`config.mk`:
```
export PLATFORM = sky130hd
export DESIGN_NAME = pwm_modulator
export DESIGN_NICKNAME = d
export VERILOG_FILES = /design/src/rtl/pwm_pkg.sv /design/src/rtl/pwm_tick_div.sv /design/src/rtl/pwm_sample_src.sv /design/src/rtl/pwm_core.sv /design/src/rtl/pwm_modulator.sv
export SDC_FILE = /design/constraint.sdc
export NUM_CORES = 1
export LEC_CHECK = 0
export CAP_MARGIN = 20
export CORE_AREA = 5 5 92 94
export DETAILED_ROUTE_END_ITERATION = 10
export DIE_AREA = 0 0 97 99
export GPL_ROUTABILITY_DRIVEN = 0
export MAX_ROUTING_LAYER = met4
export PLACE_DENSITY = 0.85
export SYNTH_ARGS = -nofsm -noshare
export SYNTH_HDL_FRONTEND = slang
export SYNTH_MEMORY_MAX_BITS = 65536
export SYNTH_SLANG_ARGS = --single-unit
```
`constraint.sdc`:
```
create_clock -name clk -period 12.4 [get_ports clk]
set_clock_uncertainty 0.1 [all_clocks]
set_input_delay 1.24 -clock clk [delete_from_list [all_inputs] [get_ports clk]]
set_output_delay 1.24 -clock clk [all_outputs]
set_load 0.01 [all_outputs]
```
`src/rtl/pwm_pkg.sv`:
```
package pwm_pkg;
  localparam int SMP_W    = 5;
  localparam int SINE_N   = 100;
  localparam int SINE_Q   = SINE_N / 4;
  localparam int SINE_MID = 16;
  localparam int IDX_W    = $clog2(SINE_N);

  typedef enum logic {
    SRC_STATIC = 1'b0,
    SRC_SINE   = 1'b1
  } src_t;
endpackage

```
`src/rtl/pwm_tick_div.sv`:
```
module pwm_tick_div #(
  parameter int DIV_W = 16
) (
  input  logic             clk,
  input  logic             rst_n,
  input  logic [DIV_W-1:0] div,
  output logic             tick
);
  logic [DIV_W-1:0] cnt_q, cnt_d;

  always_comb begin
    tick  = (cnt_q >= div);
    cnt_d = tick ? '0 : cnt_q + DIV_W'(1);
  end

  always_ff @(posedge clk or negedge rst_n) begin
    if (!rst_n) cnt_q <= '0;
    else        cnt_q <= cnt_d;
  end

  // after a tick the next one is at least div+1 clocks away
  p_tick_spacing_r7: assert property (@(posedge clk) disable iff (!rst_n)
    (tick && div != '0) |=> (!tick || div == '0));
endmodule

```
`src/rtl/pwm_sample_src.sv`:
```
module pwm_sample_src
  import pwm_pkg::*;
(
  input  logic             clk,
  input  logic             rst_n,
  input  logic             smp_tick,
  input  logic             src_sel,
  input  logic [SMP_W-1:0] static_sample,
  output logic [SMP_W-1:0] src_sample
);
  logic [IDX_W-1:0] idx_q, idx_d;
  logic [SMP_W-1:0] sine_word;

  // 15*sin(2*pi*k/100) truncated, first quarter wave k = 0..25
  function automatic int quarter(input int k);
    case (k)
      0, 1:                 return 0;
      2:                    return 1;
      3:                    return 2;
      4:                    return 3;
      5:                    return 4;
      6:                    return 5;
      7:                    return 6;
      8:                    return 7;
      9, 10:                return 8;
      11:                   return 9;
      12, 13:               return 10;
      14:                   return 11;
      15, 16:               return 12;
      17, 18, 19:           return 13;
      20, 21, 22, 23, 24:   return 14;
      default:              return 15;
    endcase
  endfunction

  function automatic logic [SMP_W-1:0] sine_val(input logic [IDX_W-1:0] ix);
    int i, q;
    i = int'(ix);
    if (i <= SINE_Q)            q =  quarter(i);
    else if (i < 2*SINE_Q)      q =  quarter(2*SINE_Q - i);
    else if (i <= 3*SINE_Q)     q = -quarter(i - 2*SINE_Q);
    else                        q = -quarter(SINE_N - i);
    return SMP_W'(SINE_MID + q);
  endfunction

  always_comb begin
    idx_d = idx_q;
    if (smp_tick)
      idx_d = (idx_q == IDX_W'(SINE_N - 1)) ? '0 : idx_q + IDX_W'(1);
    sine_word  = sine_val(idx_q);
    src_sample = (src_t'(src_sel) == SRC_SINE) ? sine_word : static_sample;
  end

  always_ff @(posedge clk or negedge rst_n) begin
    if (!rst_n) idx_q <= '0;
    else        idx_q <= idx_d;
  end

  // index never leaves the table, and moves only on a sample tick
  p_idx_range_r6: assert property (@(posedge clk) disable iff (!rst_n)
    idx_q <= IDX_W'(SINE_N - 1));
  p_idx_hold_r6: assert property (@(posedge clk) disable iff (!rst_n)
    !smp_tick |=> $stable(idx_q));
  p_sine_range_r6: assert property (@(posedge clk) disable iff (!rst_n)
    (sine_word >= SMP_W'(1)) && (sine_word <= SMP_W'(31)));
endmodule

```
`src/rtl/pwm_core.sv`:
```
module pwm_core
  import pwm_pkg::*;
(
  input  logic             clk,
  input  logic             rst_n,
  input  logic             mod_tick,
  input  logic [SMP_W-1:0] src_sample,
  output logic             pwm_out
);
  localparam logic [SMP_W-1:0] CNT_MAX = {SMP_W{1'b1}};

  logic [SMP_W-1:0] cnt_q, cnt_d, smp_q, smp_d;
  logic             out_q, out_d, wrap;

  always_comb begin
    wrap  = mod_tick && (cnt_q == CNT_MAX);
    cnt_d = cnt_q;
    smp_d = smp_q;
    out_d = out_q;
    if (mod_tick) begin
      cnt_d = cnt_q + SMP_W'(1);
      if (wrap) smp_d = src_sample;
      out_d = (smp_d > cnt_d);
    end
  end

  always_ff @(posedge clk or negedge rst_n) begin
    if (!rst_n) begin
      cnt_q <= '0;
      smp_q <= '0;
      out_q <= 1'b0;
    end else begin
      cnt_q <= cnt_d;
      smp_q <= smp_d;
      out_q <= out_d;
    end
  end

  assign pwm_out = out_q;

  // counter wraps to zero after its maximum
  p_wrap_r2: assert property (@(posedge clk) disable iff (!rst_n)
    (mod_tick && cnt_q == CNT_MAX) |=> (cnt_q == '0));
  // sample in force is held except on the wrapping tick
  p_sample_hold_r4: assert property (@(posedge clk) disable iff (!rst_n)
    !(mod_tick && cnt_q == CNT_MAX) |=> $stable(smp_q));
  // output only moves after a modulator tick
  p_out_stable_r8: assert property (@(posedge clk) disable iff (!rst_n)
    !mod_tick |=> $stable(pwm_out));
  // a zero sample never drives the output high
  p_zero_low_r9: assert property (@(posedge clk) disable iff (!rst_n)
    (smp_q == '0) |-> !pwm_out);
endmodule

```
`src/rtl/pwm_modulator.sv`:
```
module pwm_modulator
  import pwm_pkg::*;
#(
  parameter int DIV_W = 16
) (
  input  logic             clk,
  input  logic             rst_n,
  input  logic [DIV_W-1:0] mod_div,
  input  logic [DIV_W-1:0] smp_div,
  input  logic             src_sel,
  input  logic [SMP_W-1:0] static_sample,
  output logic             pwm_out
);
  logic             mod_tick, smp_tick;
  logic [SMP_W-1:0] src_sample;

  pwm_tick_div #(.DIV_W(DIV_W)) u_mod_div (
    .clk(clk), .rst_n(rst_n), .div(mod_div), .tick(mod_tick));

  pwm_tick_div #(.DIV_W(DIV_W)) u_smp_div (
    .clk(clk), .rst_n(rst_n), .div(smp_div), .tick(smp_tick));

  pwm_sample_src u_src (
    .clk(clk), .rst_n(rst_n), .smp_tick(smp_tick), .src_sel(src_sel),
    .static_sample(static_sample), .src_sample(src_sample));

  pwm_core u_core (
    .clk(clk), .rst_n(rst_n), .mod_tick(mod_tick),
    .src_sample(src_sample), .pwm_out(pwm_out));
endmodule

```
==> run_results.csv <==
group,metric,value,unit
critical_path,path_class,"flop to flop",
timing,fmax,185.8,MHz
critical_path,worstPathMaxFanout,18,
cts,clock_latency,0.30,ns
routing,vias,4161,
grt,grt_overflow,0,
critical_path,critPathMaxStageDelay,0.68,ns
routing,drt_first_pass_iters,5,
critical_path,cp_top_family,"compound AO/OA/AOI/OAI gates",
timing,fin_crit_sh,0.4341,
timing,setup_viol,0,
synthesis,syn_nets,659,
cts,h-tree-depth,2,
timing,layout_setup_ws,7.017,ns
routing,postRouteAntennaNets,0,
synthesis,yosysUniqueCellTypes,67,
cts,cts_inserted_buffers,5,
cells_and_area,final-seq-area,1251,um2
grt,met2_usage,0.3832,
cells_and_area,diodes,0,
grt,use_met1,0.2951,
synthesis,async_flop_share,1.000,
cts,tritoncts,"done",
cts,cts_sinks,50,
power_and_ir_drop,ir_drop,0.00007148,V
die,rows,32,
routing,viasPerCell,6.013,
critical_path,required,12.49,ns
die,dieArea,9603,um2
synthesis,synth_top_cell_area_share,0.2665,
synthesis,ys_seq_area_frac,0.2665,
synthesis,yosysMostFrequentCell,"nor2_1",
synthesis,synth_area,4696,um2
routing,drc_errors,0,
synthesis,synth_common_cells,"65 x nor2_1, 58 x ha_1, 50 x dfrtp_1",
cells_and_area,nFillCells,559,
synthesis,synth-edff-count,0,
die,die_w,97,um
grt,grt_usage,0.2296,
placement,port_buffers,40,
grt,grt_pass1_vias,4055,
power_and_ir_drop,p_per_area,98.88,nW/um2
power_and_ir_drop,p_leak,2.525,nW
synthesis,yosys_warnings,0,
synthesis,synth_ff_type,"dfrtp_1",
placement,dp_worst_setup_slack,7.187,ns
timing,timing.setup.tns,0,ns
die,core,7567,um2
cells_and_area,layout.nets,687,
cts,ctsResizeCount,0,
critical_path,crit_slowest_cell,"dfrtp_1",
synthesis,yosys.area.top_type,"dfrtp_1",
cts,cts_hold_buf,0,
grt,grt_busiest_layer,"met2",
routing,routedWlPerCell,15.20,um
grt,grt_max_degree,45,
cts,clockBufferDepth,2,
critical_path,crit_buf_inv,1,
die,ioPinCount,41,
critical_path,critPathLaunchType,"flop",
timing,rsz0062_at_grt,"no",
synthesis,synth-seq-cells,50,
cells_and_area,multi_input_area,3144,um2
grt,met3_usage,0.03822,
synthesis,syn_area_per_cell,8.370,um2
die,start_util,0.6205,
critical_path,arrival,5.47,ns
synthesis,synth.area.top_cells,"dfrtp_1 27%, ha_1 15%, nor2_1 5.2%",
min_path,hold_class,"flop to flop",
critical_path,cp_cell_sequence,"inv_1, ha_1, ha_1, nor2b_1, a2bb2oi_1, a21oi_1, or3_1, a211oi_1, ha_1, mux2i_1, a22oi_1, a21o_1, a22o_1, ha_1, nor2b_1, o21a_1, o21ai_0, nand2b_1, a21oi_1, a31oi_1, mux2_2",
cells_and_area,flow.area_growth_from_synthesis,11.80,%
run,maxCapViolCount,0,
routing,drt_iter0_drc,508,
routing,wl,10.52,mm
critical_path,crit_top_cell,"ha_1",
cts,cts_root_buf,"clkbuf_8",
cts,clk_pin_slew,0.09,ns
outcome,run_status,"completed",
grt,antenna_found_initial,0,
synthesis,synthCells,561,
timing,final_max_slew_viol_count,0,
timing,worstMarginPinSlew,0.8043,ns
critical_path,critPathCaptureType,"flop",
cts,post_cts_buffers,0,
timing,min_period,5.383,ns
grt,grt_pass1_wl,18.34,mm
timing,hold_viol,0,
cells_and_area,layout-drive-gt1-share,0.05254,
placement,dpl.hpwl,7.875,mm
die,fp.dieH,99,um
timing,maxSlewHeadroom,0.4500,
[path summary, 6_finish.rpt]
check                                start                   to  slack (ns)  cells past startpoint
max in group asynchronous            rst_n  u_smp_div.cnt_q[11]       10.78                      2
hold / removal             u_core.smp_q[3]      u_core.smp_q[3]        0.41                      2
setup reg to reg            u_src.idx_q[0]       u_core.pwm_out        7.02                     21
setup / recovery            u_src.idx_q[0]       u_core.pwm_out        7.02                     21
min in group asynchronous            rst_n      u_core.smp_q[1]        0.65                      1
hold reg to reg            u_core.smp_q[3]      u_core.smp_q[3]        0.41                      2
[layout make-up]
class / count / area share
multi-input cells: 440 / 0.5989
flip-flops and latches: 50 / 0.2383
repair buffers: 44 / 0.08103
inverters: 48 / 0.03432
well taps: 102 / 0.02431
clock buffers: 6 / 0.01573
clock inverters: 2 / 0.007388
[power breakdown]
| group | leakage (nW) | switching, mW | internal [mW] | total (mW) |
|---|---|---|---|---|
| clock | 0.0618 | 0.0549 | 0.0664 | 0.121 |
| combinational | 1.80 | 0.0942 | 0.0857 | 0.180 |
| sequential | 0.661 | 0.0330 | 0.185 | 0.218 |
[through the flow]
| stage | hold WS, ns | power (mW) | utilization | area [um2] | std cells |
|---|---|---|---|---|---|
| after floorplan | 0.3662 | 0.3462 | - | 4696 | 561 |
| after global placement | 0.3857 | 0.3883 | 0.6777 | 5129 | 684 |
| after detailed placement | 0.3928 | 0.3979 | 0.6777 | 5129 | 684 |
| after CTS | 0.4148 | 0.5221 | 0.6938 | 5250 | 692 |
| after global routing | 0.4333 | 0.5598 | 0.6938 | 5250 | 692 |
| final | 0.4086 | 0.5191 | 0.6938 | 5250 | 692 |
[cell usage in the layout (no fill, tap or decap), drive strengths merged, types with 3 or more instances in the layout]
master and n:
nor2 65, ha 58, dfrtp 50, inv 48, nand2 39, clkdlybuf4s50 39, nand3 27, xnor2 23
o21ai 23, xor2 21, a21oi 20, and3 13, a31oi 12, a21o 12, nor2b 11, nand2b 10
nor3 10, mux2 8, o211ai 7, mux2i 7, nand4 7, clkbuf 6, a211oi 6, buf 5
o21a 4, or3 4, a22o 4, o31ai 4, a22oi 3, o2111ai 3, a21boi 3, and2 3
[kinds of logic after synthesis]
kind of cell | after synthesis | synth area share
AO/OA/AOI/OAI | 126 | 0.1887
XOR/XNOR | 44 | 0.08606
adder cells (fa/ha/maj) | 58 | 0.1545
buffers and inverters | 71 | 0.06395
flip-flops | 50 | 0.2665
multiplexers | 16 | 0.03970
AND/OR/NAND/NOR | 196 | 0.2006
[worst register-to-register path, stage by stage (launching register included)]
cell and delay, ns:
dfrtp_1 0.68, inv_1 0.27, ha_1 0.35, ha_1 0.46, nor2b_1 0.27, a2bb2oi_1 0.20, a21oi_1 0.11, or3_1 0.39
a211oi_1 0.24, ha_1 0.28, mux2i_1 0.14, a22oi_1 0.08, a21o_1 0.20, a22o_1 0.19, ha_1 0.30, nor2b_1 0.14
o21a_1 0.16, o21ai_0 0.14, nand2b_1 0.08, a21oi_1 0.16, a31oi_1 0.06, mux2_2 0.27
[routing by layer]
layer	part of all wire	up-vias
met4	0.0060	0
met3	0.063	8
li1	-	2046
met1	0.44	1934
met2	0.49	173
met5	0	-
[state kept, by name, summed over array words and instances (netlist names)]
register	flops
u_mod_div.cnt_q	16
u_smp_div.cnt_q	16
u_src.idx_q	7
u_core.cnt_q	5
u_core.smp_q	5
u_core.pwm_out	1
No activity file was read; power rests on OpenSTA's default activity.
